### config.mk
export PLATFORM = sky130hd
export DESIGN_NAME = severe_read_seq
export DESIGN_NICKNAME = d
export VERILOG_FILES = /design/src/rtl/srs_pkg.sv /design/src/rtl/srs_ctrl.sv /design/src/rtl/srs_dpath.sv /design/src/rtl/severe_read_seq.sv
export SDC_FILE = /design/constraint.sdc
export NUM_CORES = 1
export LEC_CHECK = 0
export ABC_CLOCK_PERIOD_IN_PS = 2000
export CELL_PAD_IN_SITES_DETAIL_PLACEMENT = 0
export CELL_PAD_IN_SITES_GLOBAL_PLACEMENT = 1
export CORE_MARGIN = 5
export CORE_UTILIZATION = 35
export DETAILED_ROUTE_END_ITERATION = 10
export PLACE_DENSITY = 0.77
export SYNTH_ARGS = -nofsm -noshare
export SYNTH_HDL_FRONTEND = slang
export SYNTH_SLANG_ARGS = --single-unit
### constraint.sdc
create_clock -name clk -period 2 [get_ports clk]
set_input_delay 0.3 -clock clk [delete_from_list [all_inputs] [get_ports clk]]
set_output_delay 0.3 -clock clk [all_outputs]
set_load 0.02 [all_outputs]
### src/rtl/srs_pkg.sv
package srs_pkg;

  typedef enum logic [2:0] {
    ST_IDLE  = 3'd0,
    ST_INIT  = 3'd1,
    ST_PRE   = 3'd2,
    ST_OPEN  = 3'd3,
    ST_DIST  = 3'd4,
    ST_SENSE = 3'd5
  } seqState_e;

  typedef struct packed {
    logic cellInit;
    logic preCharge;
    logic readOpen;
    logic disturb;
    logic sense;
    logic loadCfg;
    logic stepRow;
  } seqStrobe_t;

endpackage

### src/rtl/srs_ctrl.sv
module srs_ctrl
  import srs_pkg::*;
#(
  parameter int CNT_W = 8
) (
  input  logic             clk,
  input  logic             rstN,
  input  logic             start,
  input  logic [CNT_W-1:0] offsetIn,
  input  logic [CNT_W-1:0] lenIn,
  input  logic             isLast,
  output seqStrobe_t       strb,
  output logic             busy
);

  localparam logic [CNT_W-1:0] ONE = CNT_W'(1);

  seqState_e        state, stateNxt;
  logic [CNT_W-1:0] cnt, cntNxt;
  logic [CNT_W-1:0] offReg, lenReg;
  logic             accept;

  assign accept = start && (state == ST_IDLE);

  always_comb begin
    stateNxt = state;
    cntNxt   = cnt;
    case (state)
      ST_IDLE:  if (accept) stateNxt = ST_INIT;
      ST_INIT:  stateNxt = ST_PRE;
      ST_PRE: begin
        cntNxt   = '0;
        stateNxt = (offReg == '0) ? ST_DIST : ST_OPEN;
      end
      ST_OPEN: begin
        if (cnt == offReg - ONE) begin
          cntNxt   = '0;
          stateNxt = ST_DIST;
        end else begin
          cntNxt = cnt + ONE;
        end
      end
      ST_DIST: begin
        if (cnt == lenReg - ONE) begin
          cntNxt   = '0;
          stateNxt = ST_SENSE;
        end else begin
          cntNxt = cnt + ONE;
        end
      end
      ST_SENSE: stateNxt = isLast ? ST_IDLE : ST_INIT;
      default:  stateNxt = ST_IDLE;
    endcase
  end

  always_ff @(posedge clk or negedge rstN) begin
    if (!rstN) begin
      state  <= ST_IDLE;
      cnt    <= '0;
      offReg <= '0;
      lenReg <= ONE;
    end else begin
      state <= stateNxt;
      cnt   <= cntNxt;
      if (accept) begin
        offReg <= offsetIn;
        lenReg <= (lenIn == '0) ? ONE : lenIn;
      end
    end
  end

  always_comb begin
    strb.cellInit  = (state == ST_INIT);
    strb.preCharge = (state == ST_PRE);
    strb.readOpen  = (state == ST_OPEN);
    strb.disturb   = (state == ST_DIST);
    strb.sense     = (state == ST_SENSE);
    strb.loadCfg   = accept;
    strb.stepRow   = (state == ST_SENSE) && !isLast;
  end

  assign busy = (state != ST_IDLE);

endmodule

### src/rtl/srs_dpath.sv
module srs_dpath
  import srs_pkg::*;
#(
  parameter int ADDR_W = 6
) (
  input  logic              clk,
  input  logic              rstN,
  input  seqStrobe_t        strb,
  input  logic [ADDR_W-1:0] firstIn,
  input  logic [ADDR_W-1:0] lastIn,
  input  logic              senseData,
  output logic              isLast,
  output logic [ADDR_W-1:0] rowAddr,
  output logic              wlA,
  output logic              wlB,
  output logic              blDrvA,
  output logic              blA,
  output logic              blbA,
  output logic              assistEn,
  output logic              saeB,
  output logic              done,
  output logic              fail,
  output logic [ADDR_W-1:0] failRow
);

  logic [ADDR_W-1:0] row, lastReg;

  assign isLast = (row >= lastReg);

  always_ff @(posedge clk or negedge rstN) begin
    if (!rstN) begin
      row     <= '0;
      lastReg <= '0;
      done    <= 1'b0;
      fail    <= 1'b0;
      failRow <= '0;
    end else if (strb.loadCfg) begin
      row     <= firstIn;
      lastReg <= lastIn;
      done    <= 1'b0;
      fail    <= 1'b0;
      failRow <= '0;
    end else begin
      if (strb.stepRow) row <= row + ADDR_W'(1);
      if (strb.sense && isLast) done <= 1'b1;
      if (strb.sense && senseData && !fail) begin
        fail    <= 1'b1;
        failRow <= row;
      end
    end
  end

  assign rowAddr  = row;
  assign wlA      = strb.cellInit;
  assign wlB      = strb.readOpen | strb.disturb | strb.sense;
  assign blDrvA   = strb.cellInit | strb.preCharge | strb.disturb;
  assign blA      = strb.preCharge | strb.disturb;
  assign blbA     = strb.cellInit | strb.disturb;
  assign assistEn = strb.disturb;
  assign saeB     = strb.sense;

endmodule

### src/rtl/severe_read_seq.sv
module severe_read_seq
  import srs_pkg::*;
#(
  parameter int ADDR_W = 6,
  parameter int CNT_W  = 8
) (
  input  logic              clk,
  input  logic              rstN,
  input  logic              start,
  input  logic [ADDR_W-1:0] rowFirst,
  input  logic [ADDR_W-1:0] rowLast,
  input  logic [CNT_W-1:0]  dstOffset,
  input  logic [CNT_W-1:0]  dstLen,
  input  logic              senseData,
  output logic [ADDR_W-1:0] rowAddr,
  output logic              wlA,
  output logic              wlB,
  output logic              blDrvA,
  output logic              blA,
  output logic              blbA,
  output logic              assistEn,
  output logic              saeB,
  output logic              busy,
  output logic              done,
  output logic              fail,
  output logic [ADDR_W-1:0] failRow
);

  seqStrobe_t strb;
  logic       isLast;

  srs_ctrl #(.CNT_W(CNT_W)) u_ctrl (
    .clk(clk), .rstN(rstN), .start(start),
    .offsetIn(dstOffset), .lenIn(dstLen), .isLast(isLast),
    .strb(strb), .busy(busy)
  );

  srs_dpath #(.ADDR_W(ADDR_W)) u_dpath (
    .clk(clk), .rstN(rstN), .strb(strb),
    .firstIn(rowFirst), .lastIn(rowLast), .senseData(senseData),
    .isLast(isLast), .rowAddr(rowAddr), .wlA(wlA), .wlB(wlB),
    .blDrvA(blDrvA), .blA(blA), .blbA(blbA), .assistEn(assistEn),
    .saeB(saeB), .done(done), .fail(fail), .failRow(failRow)
  );

endmodule

== Word level (Yosys, flattened, before mapping) ==
Index checks and enable logic that the tools add are counted.
Word-level totals
  output and inout port bits: 22
  bits in registers: 47
  input port bits: 32
  logic and storage cells: 64
Operators by class
  magnitude comparators: 1
  reductions and logical operators: 16
  bitwise gates (word level): 6
  equal/unequal tests: 10
  mux-type cells: 18
  add/subtract/negate cells: 4
Operator list (number)
  $mux W6: 4
  $mux W8: 3
  $pmux W8 S3: 1
  $pmux W3 S6: 1
  $eq A8 B8 Y1: 2
  $logic_not A8 Y1: 2
  $sub A8 B1 Y8 const B: 2
  $mux W3: 4
  $add A8 B1 Y8 const B: 1
  $add A6 B1 Y6 const B: 1
  $eq A3 B2 Y1 const B: 2
  $eq A3 B3 Y1 const B: 2
  $ge A6 B6 Y1: 1
  $or A1 B1 Y1: 6
  $reduce_bool A2 Y1: 3
  $reduce_bool A3 Y1: 2
  $logic_and A1 B1 Y1: 5
  $mux W1: 5
  $ne A2 B1 Y1 const B: 2
  $eq A3 B1 Y1 const B: 1
  $logic_not A3 Y1: 1
  $reduce_and A3 Y1: 1
  $logic_not A1 Y1: 2
  $ne A2 B2 Y1 const B: 1

== Depth between registers and ports, before layout ==
Gate-level depths: netlist (run 1).
  depth after elaboration: 5
  depth in mapped cells: 10
  mapped depth without buffers: 9

== By module ==
A second synthesis (run 1) with hierarchy kept.
Unflattened totals
  cells, all modules: 302
  area total of the unflattened synthesis: 2849.0 µm²
Modules (own cells, without submodules)
  srs_ctrl: instances 1, cells each 197, seq. area each 676.9 µm², area an instance 1795.5 µm²
  srs_dpath: instances 1, cells each 105, seq. area each 500.5 µm², area an instance 1053.5 µm²

== Least setup slack after synthesis (run 1) ==
No wires, ideal clock.
  path type: register to register
  start point: register u_dpath.row[0], in the netlist u_dpath.rowAddr[0]
  end point: register u_dpath.row[5], in the netlist u_dpath.rowAddr[5]
  arrival time: 1997 ps
  cell stages (with the launch flop): 10
  data required time: 1851 ps
  setup slack: -146 ps
  path buffers: 0
  library setup time: 149 ps
  path through: dfrtp_1 inv_1 ha_1 nand2b_1 a21o_1 a21oi_1 o211ai_2 nor3_1 xnor2_1 o21ai_0
On the way
  longest elaborated chain between the ends: 4
  elaborated cells on any way between the ends: 7
  classes of those cells: 1 x add/sub; 1 x order compare; 2 x mux; 3 x reduce/logical
Ends and longest elaborated chain
  start: declaration: RTL line srs_dpath.sv:26  | logic [ADDR_W-1:0] row, lastReg;
  start signal: assignment: RTL line srs_dpath.sv:38  | row <= firstIn;
  start signal: assignment: RTL line srs_dpath.sv:44  | if (strb.stepRow) row <= row + ADDR_W'(1);
  $ge A6 B6 Y1: RTL line srs_dpath.sv:28  | assign isLast = (row >= lastReg);
  $logic_not A1 Y1: RTL line srs_ctrl.sv:79  | strb.stepRow = (state == ST_SENSE) && !isLast;
  $logic_and A1 B1 Y1: RTL line srs_ctrl.sv:79
  $reduce_bool A2 Y1 (no source line)
Parallel ways exist; a longest one is shown, timed or not. The select of a mux whose other input is x is not followed.
A chain may end at the register's enable or synchronous reset.

== Worst setup path after layout (run 1) ==
  start point: register u_ctrl.lenReg[0]
  end point: register u_ctrl.cnt[7]
On the way
  longest elaborated chain between the ends: 4
Ends and longest elaborated chain
  start: declaration: RTL line srs_ctrl.sv:20  | logic [CNT_W-1:0] offReg, lenReg;
  start signal: assignment: RTL line srs_ctrl.sv:67  | lenReg <= (lenIn == '0) ? ONE : lenIn;
  $sub A8 B1 Y8: RTL line srs_ctrl.sv:44  | if (cnt == lenReg - ONE) begin
  $eq A8 B8 Y1: RTL line srs_ctrl.sv:44
  $mux W8: RTL line srs_ctrl.sv:44
  $pmux W8 S3: RTL line srs_ctrl.sv:28  | case (state)
  end signal: assignment: RTL line srs_ctrl.sv:64  | cnt <= cntNxt;
  end: declaration: RTL line srs_ctrl.sv:19  | logic [CNT_W-1:0] cnt, cntNxt;
No other way between the ends.

==> results by stage, run 1 <==
Critical path:
- The required time of the worst setup path is 2.18 ns.
- The cell count of the worst reg-to-reg path is 9.
- The endpoint of the worst register-to-register path is u_ctrl.cnt[7].
- The critical path is of the reg2reg type.
- The data arrival time of the critical path is 2.45 ns.
- STA classifies the critical path startpoint as a flip-flop.
- In this run the register-to-register setup slack is -0.27 ns.
- The launching instance or port of the critical path is u_ctrl.lenReg[0].
- The endpoint class of the critical path is a flip-flop.
- In this run the worst path has a maximum fanout of 5.
- The reg-to-reg critical path startpoint is u_ctrl.lenReg[0].

Logic synthesis:
- The number of standard cells after synthesis is 337.
- The count of state elements after synthesis is 47.
- Synthesis instantiated 48 different standard cells from the library.
- When the netlist entered floorplanning its net count stood at 380.
- The mapped netlist covers 2830 µm².
- A synthesized cell averages 8.41 µm².
- The number of enable flip-flop cells after synthesis is 0.
- After synthesis, the share of flip-flops with an asynchronous set or reset is 100%.
- The most common flop cell mapped by yosys is dfrtp_1.
- The sequential-to-total area share from yosys stat is 41.6%.
- For this run, the number of Yosys warnings is 0.

Global routing:
- The global-route usage over all layers is 15.0%.
- The overflow left after global routing is 0.
- The first-pass GRT wire length is 12200 µm.
- Entering global routing, the biggest net connects 46 pins.
- The number of global-route vias before repair came to 2598.
- The number of antenna violations at the first check in global routing is 0.

Detailed routing:
- The average wire length per cell after detail routing is 13.5 µm.
- For this block, the via count after detailed routing is 2617.
- The total iterations of the first detailed-routing run is 4.
- The DRC violation total after the first TritonRoute iteration is 99.
- Using the TritonRoute via totals, the vias-per-cell ratio works out to 4.89.
- For this run, design rule violations remaining after detail routing come to 0.
- The total wire length is 7230 µm.
- The number of antenna-violating nets in the routed design is 0.

Cells and area:
- The cell area after layout is 4030 µm².
- The post-route netlist has 22.6% of its cells at a drive strength greater than 1.
- The number of nets in the finished design is 475.
- The number of inserted diodes is 0.
- Relative to the synthesized area, the layout overhead comes to 42.2%.
- Excluding fillers, the count of instances in the completed layout stands at 535.

Place:
- The number of cells in the design after placement is 521.
- The post-detailed-placement cell area is 3780 µm².
- The port buffer count is 53.
- The congestion estimate from routability-driven global placement came to 0.850.
- The half-perimeter wire length after detailed placement is 5500 µm.

Clocking:
- TritonCTS built the clock tree.
- The clock passes through at most 2 buffers.
- The cell sitting at the root of the clock tree is a clkbuf_8.
- The later-pin clock latency in the skew report is 0.30 ns.
- The clock edge transition at the registers on the reported setup and hold paths is 0.09 ns.
- TritonCTS created 5 clock buffers.
- Counting every sink on the clock net gives 47.
- The total number of H-tree levels is 2.

Worst hold path:
- The path class of the tightest hold or removal check is reg2reg.
- Along the worst hold path, the cell count comes to 2.
- The worst hold path begins at u_dpath.lastReg[0].
- The path with the worst hold slack has its endpoint at u_dpath.lastReg[0].

STA:
- The maximum clock rate is 440 MHz.
- Measured against its own limit, the worst slew margin works out to 63.2%.
- The transition time at the pin with the least slew margin is 0.551 ns.
- The final count of hold timing violations is 0.
- The count of pins over their slew limit is 0.
- Dividing the final minimum period by the clock period gives 114%.
- The final-layout setup total negative slack is -2.04 ns.
- For the finished layout, the period the worst path requires is 2.27 ns.
- The least setup slack across all paths after layout is -0.273 ns.
- The number of endpoints failing setup at the final stage is 9.
- The worst hold slack is 0.496 ns.
- Across the routed clock network, the largest skew measured is 0.00694 ns.
- Setup repair after global routing could not meet its margin everywhere.

Floorplan:
- The width of the chip is 100 µm.
- The number of cell rows is 32.
- The core region is 7810 µm².
- The area enclosed by the die boundary is 9990 µm².
- The effective utilization at floorplan is 36.3%.
- Pin placement for this block handled 54 I/O pins.
- Measured along the y axis, the die boundary spans 100 µm.

Power and ir drop:
- The total leakage power is 0.00177 µW.
- Across the VDD grid, the largest voltage drop is 0.663 mV.
- In this run the power density over the cells is 1490 nW/µm².

Job:
- The count of max-cap constraint violations is 0.

Run status:
- The checks that failed: setup timing.
- The flow ran to the end, but the final reports show violations.
synth_stat cells, drive strengths merged, types with 2 or more instances:
cell type  instances  share of area (%)
nor3               8                1.4
nor3b              2               0.53
nand2             80                 11
nand3             17                3.0
nor4b              2               0.62
o211ai             6                1.8
xor2               6                1.9
xnor2             20                6.2
or2                5                1.1
dfrtp             46                 41
a21o               2               0.53
nor4               6                2.4
o21ai             28                4.9
nor2              20                3.0
o311ai             2               0.62
nand2b             6                1.3
a211oi             2               0.53
ha                11                4.9
clkbuf            12                1.9
a32oi              2               0.62
inv               16                2.1
or3                4               0.88
buf                3               0.84
a21oi             15                2.7
or4                2               0.66
cell usage in the layout (no fill, tap or decap), types with 9 or more instances in the layout:
cell and instances:
buf_4 46, clkdlybuf4s50_1 44, nor2_1 15, a21oi_1 13, o21ai_0 26, xnor2_1 19
inv_1 12, ha_1 9, nand2_1 78, dfrtp_1 42, nand3_1 17
flip-flops by register name (all words and copies together), names as in the netlist:
name / flops
u_ctrl.cnt: 8
u_ctrl.lenReg: 8
u_ctrl.offReg: 8
u_ctrl.state: 3
u_dpath.done: 1
u_dpath.fail: 1
u_dpath.failRow: 6
u_dpath.lastReg: 6
u_dpath.rowAddr: 6
timing repair:
| item | in CTS | in global routing |
|---|---|---|
| setup endpoints to repair | 21 | 20 |
| setup buffers | 4 | 1 |
| gates resized for setup | 23 | 18 |
| cloned | 0 | 0 |
| hold buffers | 1 | 0 |
| endpoints found under the hold margin | 21 | 0 |
| pin swaps | 18 | 11 |
worst max-delay path by stage:
stage / slack, ns / to
global placement: -0.16 / u_ctrl.cnt[7]
floorplan: -0.12 / u_ctrl.cnt[3]
detailed placement: -0.26 / u_ctrl.cnt[7]
CTS: -0.25 / u_ctrl.cnt[3]
global route: -0.38 / u_ctrl.cnt[7]
finish: -0.27 / u_ctrl.cnt[7]
logic make-up after synthesis:
| kind of cell | share of synthesized area [%] |
|---|---|
| flip-flops | 41.6 |
| multiplexers | 0.353 |
| buffers and inverters | 5.04 |
| adder cells (fa/ha/maj) | 4.86 |
| AO/OA/AOI/OAI | 12.9 |
| XOR/XNOR | 8.04 |
| AND/OR/NAND/NOR | 27.3 |
routing by layer:
layer	GRT usage, %	wire, µm	vias to the layer above
met1	20.7	3580	1236
met3	3.54	320	7
met2	24.1	3260	45
li1	-	-	1329
met5	0	0	-
met4	3.47	65	0
per-stage QoR:
step / total power [µW] / util, % / setup WS [ns]
floorplan: 3800 / - / -0.115
detailed placement: 5200 / 48.5 / -0.259
global placement: 5140 / 48.5 / -0.158
global route: 6510 / 51.6 / -0.378
CTS: 5950 / 50.8 / -0.246
finish: 6010 / 51.6 / -0.273
worst max-delay path, cell delays in order, from the launching register on:
cell	delay, ns
dfstp_2	0.39
buf_6	0.11
or4_4	0.50
nor4_4	0.20
xnor2_2	0.11
nor4_4	0.35
buf_4	0.18
nor2_4	0.04
nor2_4	0.17
o211ai_1	0.12
layout make-up:
class	count	area, µm²
fill	772	3780
multi-input combinational	258	1660
sequential	47	1180
timing repair buffer	103	910
tap	102	128
clock buffer	7	76.3
inverter	17	63.8
clock inverter	1	5.00
where the power goes:
| group | internal [µW] | switching, µW | total, µW |
|---|---|---|---|
| combinational | 1780 | 1900 | 3680 |
| clock | 246 | 326 | 572 |
| sequential | 1360 | 396 | 1760 |
(Power assumes the default switching activity.)
==> run 2: changes to the inputs <==
--- a/config.mk
+++ b/config.mk
@@ -12,6 +12,7 @@
 export CORE_UTILIZATION = 35
 export DETAILED_ROUTE_END_ITERATION = 10
 export PLACE_DENSITY = 0.77
+export REMOVE_ABC_BUFFERS = 1
 export SYNTH_ARGS = -nofsm -noshare
 export SYNTH_HDL_FRONTEND = slang
 export SYNTH_SLANG_ARGS = --single-unit
==> run 2 against run 1 <==
The run still ends with setup timing left. Global-route usage up 0.46 points. Clock power up 28%. Fmax is 5.9% higher. Critical path depth shrank 1. Utilization did not move. First-iteration DRC count is 40% higher. Highest routed layer unchanged. Largest power group unchanged. Critical path type unchanged. Wire length is 2.6% higher. Clock-buffer cell count down 1. Clock skew is essentially flat. Total power up 2.7%. Combinational power hardly changed. Final area stayed put.
==> results by stage, run 2 (synthesized netlist as in run 1, its figures left out) <==
Clocking:
- The maximum root-to-sink buffer count is 2.
- The total number of clock tree sinks is 47.
- The number of buffers inserted during clock tree synthesis is 5.
- The H-tree was split into 2 levels.
- For the worst-skew pair, the clock arrives at the later sink with an insertion delay of 0.30 ns.
- Clock tree synthesis selected as its root buffer the cell clkbuf_8.
- TritonCTS built the clock tree.
- The clock edge transition at the registers on the reported setup and hold paths is 0.09 ns.

Global routing:
- The first-pass GRT wire length is 12900 µm.
- The number of global-route vias before repair is 2790.
- For met1 alone, demand over resource in global routing was 20.0%.
- The number of antenna violations at the first check in global routing is 0.
- Global routing used 26.1% of the available met2 tracks.
- Global routing used 15.5% of the available tracks across all layers.
- Global routing consumed, on the met3 layer, 3.47% of the routing resources.
- The global routing stage identified its most utilized layer as met2.
- The largest net degree at the start of global routing is 46.
- The overflow left after global routing is 0.

Cells and area:
- From synthesis to final layout, the design area changed by 42.2%.
- Summing all non-filler instances in the final layout gives an area of 4030 µm².
- 0 antenna diodes ended up in the layout.
- The final layout contains 470 nets.
- The fraction of layout cells with a size suffix above 1 is 21.3%.
- Leaving out fill and tap cells, the most frequent cells in the layout are nand2_1, dfrtp_1, clkdlybuf4s50_1.
- The leading cell type in the layout, fill and taps excluded is nand2_1.
- The largest registers in the layout are u_ctrl.cnt (8), u_ctrl.lenReg (8), u_ctrl.offReg (8).

Floorplan:
- Pin placement for this block handled 54 I/O pins.
- The die covers 9990 µm².
- The width of the chip is 100 µm.
- In this run the standard cell core region covers 7810 µm².
- The overall die height is 100 µm.
- For this configuration, the core starts out at a cell density of 36.3%.
- The floorplan has 32 rows.

Detailed routing:
- The routed design has 7420 µm of wire.
- The total iterations of the first detailed-routing run is 4.
- The average wire length per cell after detail routing is 14.0 µm.
- The via-per-instance ratio is 5.01.
- The routed layout has 2653 vias.
- The post-route DRC violation count is 0.
- The number of antenna-violating nets in the routed design is 0.
- For this block, the initial DRC count from the detailed router was 139.

STA:
- The count of pins over their slew limit was 0.
- The maximum clock rate is 466 MHz.
- Setup violations remaining at the end of the flow were counted as 9.
- The worst relative slew slack is 60.8%.
- The final-layout setup total negative slack is -1.07 ns.
- Setup repair after global routing could not meet its margin everywhere.
- Between clock sinks in the finished design, the worst skew comes to 0.00737 ns.
- The final count of hold timing violations is 0.
- Across all setup checks in the final design, the least slack found is -0.147 ns.
- The transition time at the pin with the least slew margin is 0.588 ns.
- Subtracting the final worst setup slack from the clock period gives 2.15 ns.
- The worst hold slack is 0.517 ns.
- The period utilization is 107%.

Power and ir drop:
- The power density over the cells is 1530 nW/µm².
- The analysis attributes to cell leakage a power of 0.00179 µW.
- Across the VDD grid, the largest voltage drop is 0.762 mV.

Critical path:
- At the worst endpoint, the arrival time is 2.33 ns.
- Along the worst path, the maximum fanout reaches 8.
- STA classifies the critical path endpoint as a flip-flop.
- The critical path start-end classification is reg2reg.
- STA puts the critical path data required time at 2.18 ns.
- The worst setup path is launched from a flip-flop.

Place:
- The global placer's final weighted congestion is 0.751.
- The half-perimeter wire length after detailed placement is 5460 µm.
- After detailed placement, the total cell area comes to 3720 µm².
- The count of buffers added on input and output ports is 53.

Run status:
- The run finished, with violations left.
- The checks that failed: setup timing.

Job:
- The count of max-cap constraint violations is 0.

Worst hold path:
- The worst hold path belongs to the class reg2reg.
-- run 2: metrics by stage --
stage	worst slack (ns)	std cells	power (µW)	util [%]
finish	-0.147	530	6170	51.6
floorplan	-1.11	322	3670	-
global route	-0.271	530	6670	51.6
detailed placement	-0.226	515	5120	47.7
CTS	-0.194	527	6030	50.5
global placement	-0.186	515	5070	47.7
-- run 2: worst paths after layout --
| path | start | cells after the start | slack [ns] | to |
|---|---|---|---|---|
| max | u_ctrl.lenReg[0] | 8 | -0.15 | u_ctrl.cnt[7] |
| min | u_dpath.done | 2 | 0.52 | u_dpath.done |
| max reg2reg | u_ctrl.lenReg[0] | 8 | -0.15 | u_ctrl.cnt[7] |
| min reg2reg | u_dpath.done | 2 | 0.52 | u_dpath.done |
| max in group asynchronous | rstN | 3 | 0.91 | u_dpath.rowAddr[3] |
| min in group asynchronous | rstN | 2 | 0.54 | u_ctrl.cnt[1] |
-- run 2: repair_timing --
action | CTS | global route
hold buffers | 1 | 0
gates resized for setup | 27 | 16
setup endpoints to repair | 24 | 17
pin swaps | 16 | 13
buffers inserted | 4 | 3
hold endpoints to repair | 1 | 0
-- run 2: final cells by class --
cell class,count,area (µm²)
Fill cell,754,3780
Tap cell,102,128
Clock inverter,2,35.0
Inverter,17,63.8
Clock buffer,6,82.6
Timing Repair Buffer,98,890
Multi-Input combinational cell,258,1650
Sequential cell,47,1180
-- run 2: routing by layer --
metal / routed length (µm) / vias to the layer above / share of wire [%]
li1: - / 1318 / -
met1: 3410 / 1275 / 46
met2: 3660 / 53 / 49
met5: 0 / - / 0
met3: 298 / 7 / 4.0
met4: 51 / 0 / 0.69
-- run 2: power by group --
group          switching [µW]  leakage [µW]  internal, µW  total [µW]
registers                 381      0.000598          1360        1740
clock network             328     0.0000612           405         733
logic                    1900       0.00113          1800        3700
total                    2610       0.00179          3560        6170
-- run 2: critical path, cell delays in order (launching register included) --
cell,delay [ns]
dfstp_2,0.39
or4_4,0.56
nor4_4,0.19
xnor2_2,0.11
nor4_4,0.29
buf_6,0.18
nor2_4,0.05
nor2_4,0.14
o211ai_1,0.12
==> run 3: changes to the inputs <==
--- a/config.mk
+++ b/config.mk
@@ -9,9 +9,10 @@
 export CELL_PAD_IN_SITES_DETAIL_PLACEMENT = 0
 export CELL_PAD_IN_SITES_GLOBAL_PLACEMENT = 1
 export CORE_MARGIN = 5
-export CORE_UTILIZATION = 35
+export CORE_UTILIZATION = 42
 export DETAILED_ROUTE_END_ITERATION = 10
-export PLACE_DENSITY = 0.77
+export DONT_BUFFER_PORTS = 1
+export PLACE_DENSITY = 0.76
 export REMOVE_ABC_BUFFERS = 1
 export SYNTH_ARGS = -nofsm -noshare
 export SYNTH_HDL_FRONTEND = slang
==> run 3 against run 2 <==
Critical endpoint is now u_ctrl.cnt[6]. Final area decreased by 13%. Sequential power increased by 7%. Highest routed layer unchanged. Critical path type unchanged. Largest cell class unchanged. Fmax decreased by 3.8%. Sequential share of layout area increased by 4.4 points. Wire length decreased by 5.3%. Via count decreased by 8.7%. The run still ends with setup timing left.
==> results by stage, run 3 (synthesized netlist as in run 1, its figures left out) <==
Run status:
- The run finished, with violations left.
- The final reports fail on setup timing.

STA:
- The clock arrives with 0.00644 ns of skew.
- The worst hold slack is 0.0969 ns.
- Measured against its own limit, the worst slew margin works out to 55.6%.
- At the pin with the least slew margin, the transition time is 0.666 ns.
- The final-layout setup total negative slack is -1.88 ns.
- The count of pins over their slew limit is 0.
- In the finished design, the share of the clock period the worst path needs comes to 112%.
- The worst path in the final design needs a cycle of 2.23 ns, including I/O delays and setup.
- The number of endpoints failing setup at the final stage is 10.
- The maximum clock rate is 448 MHz.
- The final count of hold timing violations is 0.
- The least setup slack across all paths after layout is -0.231 ns.
- Setup repair after global routing could not meet its margin everywhere.

Floorplan:
- The initial utilization of the core area, before any placement, comes to 42.4%.
- The width of the chip is 92.1 µm.
- The number of cell rows is 30.
- After floorplanning, the core was sized to cover 6680 µm².
- The overall die height is 92.1 µm.
- The floorplan step defined a die boundary enclosing 8490 µm².
- For this design the top-level I/O count stands at 54.

Cells and area:
- The number of inserted diodes is 0.
- In the final layout, the registers with the most flip-flops are u_ctrl.cnt (8), u_ctrl.lenReg (8), u_ctrl.offReg (8).
- The fraction of layout cells with a size suffix above 1 is 24.5%.
- Leaving out fill and tap cells, the most frequent cells in the layout are nand2_1, dfrtp_1, buf_4.
- The post-route core utilization is 52.5%.
- The number of nets in the finished design is 417.
- The layout has 642 filler cells.
- Leaving out fill and tap cells, the most frequent cell in the layout is nand2_1.
- The area growth from synthesis to layout is 23.8%.

Global routing:
- Entering global routing, the biggest net connects 48 pins.
- The total overflow left after global routing is 0.
- The first global-routing pass estimated 11800 µm of wire.
- The number of global-route vias before repair is 2414.
- Across every metal layer, demand over resource in global routing totals 17.2%.
- The number of antenna violations at the first check in global routing is 0.

Power and ir drop:
- The power density over the cells is 1650 nW/µm².
- The share of total power consumed by net switching is 44.3%.
- The maximum vdd ir drop is 0.731 mV.
- The clock share of power is 12.9%.
- Per report_power, the combinational group accounts for 54.8% of the total.
- The share of total power in sequential cells is 32.3%.
- The cell internal power dissipation is 3220 µW.
- The total leakage power is 0.00157 µW.
- The net switching component of the power is 2570 µW.

Clocking:
- The total number of clock tree sinks is 47.
- The total number of H-tree levels is 2.
- Clock tree synthesis selected as its root buffer the cell clkbuf_8.
- The maximum root-to-sink buffer count is 2.
- The number of buffers inserted during clock tree synthesis is 5.
- TritonCTS built the clock tree.
- Clock-pin slew was measured on the worst setup and hold paths at 0.09 ns.
- Clock latency on the worst-skew pair, taken at its later pin, is 0.30 ns.

Critical path:
- STA classifies the critical path endpoint as a flip-flop.
- In this design, the stage delay of the slowest critical-path cell is 0.50 ns.
- Of all nets on the critical path, the largest fanout is 5.
- For the worst setup path, the data arrival time is 2.41 ns.
- The critical path contains buffers and inverters numbering 2 combined.
- The critical path start-end classification is reg2reg.
- The sort of element at the start of the critical path is a flip-flop.
- Traced cell by cell, the critical path runs through buf_6 -> or4_4 -> nor4_4 -> xnor2_2 -> nor4_4 -> buf_4 -> nor2_4 -> nor2_4 -> o211ai_1.
- The critical path's top delay family is simple AND/OR/NAND/NOR gates.
- STA puts the critical path data required time at 2.18 ns.
- For this design, the slowest cell found on the critical path is or4_4.

Place:
- The global placer's final weighted congestion is 0.778.
- During placement, the flow inserted port buffers numbering 0.
- The pre-CTS setup slack is -0.233 ns.
- The half-perimeter wire length after detailed placement is 5010 µm.

Worst hold path:
- The kind of path behind the tightest hold check is in2reg.

Detailed routing:
- The total wire length is 7020 µm.
- The post-route DRC violation count is 0.
- For this block, the via count after detailed routing is 2422.
- The total iterations of the first detailed-routing run is 4.
- The DRC violation total after the first TritonRoute iteration is 91.
- In the final routed layout, each cell accounts on average for 15.4 µm.
- The detail route stage leaves a number of antenna-violating nets equal to 0.
- In the routed layout, each cell is associated on average with a via count of 5.32.

Job:
- The count of max-cap constraint violations is 0.
[run 3: final timing paths]
check                                  from          endpoint  slack [ns]  cells past startpoint
setup reg to reg           u_ctrl.lenReg[0]     u_ctrl.cnt[6]       -0.23                      9
min in group asynchronous              rstN     u_ctrl.cnt[6]        0.50                      2
setup / recovery           u_ctrl.lenReg[0]     u_ctrl.cnt[6]       -0.23                      9
max in group asynchronous              rstN  u_ctrl.lenReg[0]        1.22                      2
hold reg to reg            u_ctrl.lenReg[7]  u_ctrl.lenReg[7]        0.53                      2
hold / removal                    dstLen[3]  u_ctrl.lenReg[3]         0.1                      2
[run 3: worst reg2reg max path, cell delays in order, from the launching register on]
cell and delay (ns):
dfstp_2 0.39, buf_6 0.11, or4_4 0.50, nor4_4 0.19, xnor2_2 0.11, nor4_4 0.33
buf_4 0.17, nor2_4 0.04, nor2_4 0.16, o211ai_1 0.12
[run 3: power by group through the flow]
| stage | registers [µW] | clock network [µW] | logic, µW |
|---|---|---|---|
| 2_1_floorplan | 1900 | 0 | 1770 |
| 3_3_place_gp | 1860 | 0 | 2700 |
| 3_5_place_dp | 1870 | 0 | 2740 |
| 4_1_cts | 1850 | 765 | 2970 |
| 5_1_grt | 1930 | 799 | 3570 |
| 6_report | 1870 | 745 | 3170 |
[run 3: final cells by class]
cell class                 instances  area (µm²)  share of cell area [%]
tap                               80         100                    2.85
clock inverter                     2        35.0                   0.999
clock buffer                       6        82.6                    2.35
multi-input combinational        258        1670                    47.7
inverter                          17        63.8                    1.82
sequential                        47        1180                    33.6
timing repair buffer              45         375                    10.7
[run 3: stage by stage]
stage / std cells / cell area, µm² / total power [µW]
final: 455 / 3510 / 5790
after floorplan: 322 / 2750 / 3670
after global placement: 436 / 3110 / 4560
after global routing: 455 / 3510 / 6300
after CTS: 449 / 3350 / 5590
after detailed placement: 436 / 3110 / 4610
[run 3: repair_timing]
action / in CTS / in global routing
hold endpoints to repair: 47 / 0
setup buffers: 3 / 6
endpoints found under the setup margin: 14 / 17
hold buffers: 2 / 0
resized for setup: 13 / 30
pin swaps: 12 / 17
[run 3: layer usage]
layer | share of wire [%] | global-route usage [%] | vias up | wire (µm)
met3 | 5.2 | 4.51 | 5 | 367
li1 | - | - | 1210 | -
met4 | 0.90 | 3.34 | 0 | 63
met1 | 45 | 22.8 | 1157 | 3190
met2 | 48 | 28.3 | 50 | 3400
met5 | 0 | 0 | - | 0
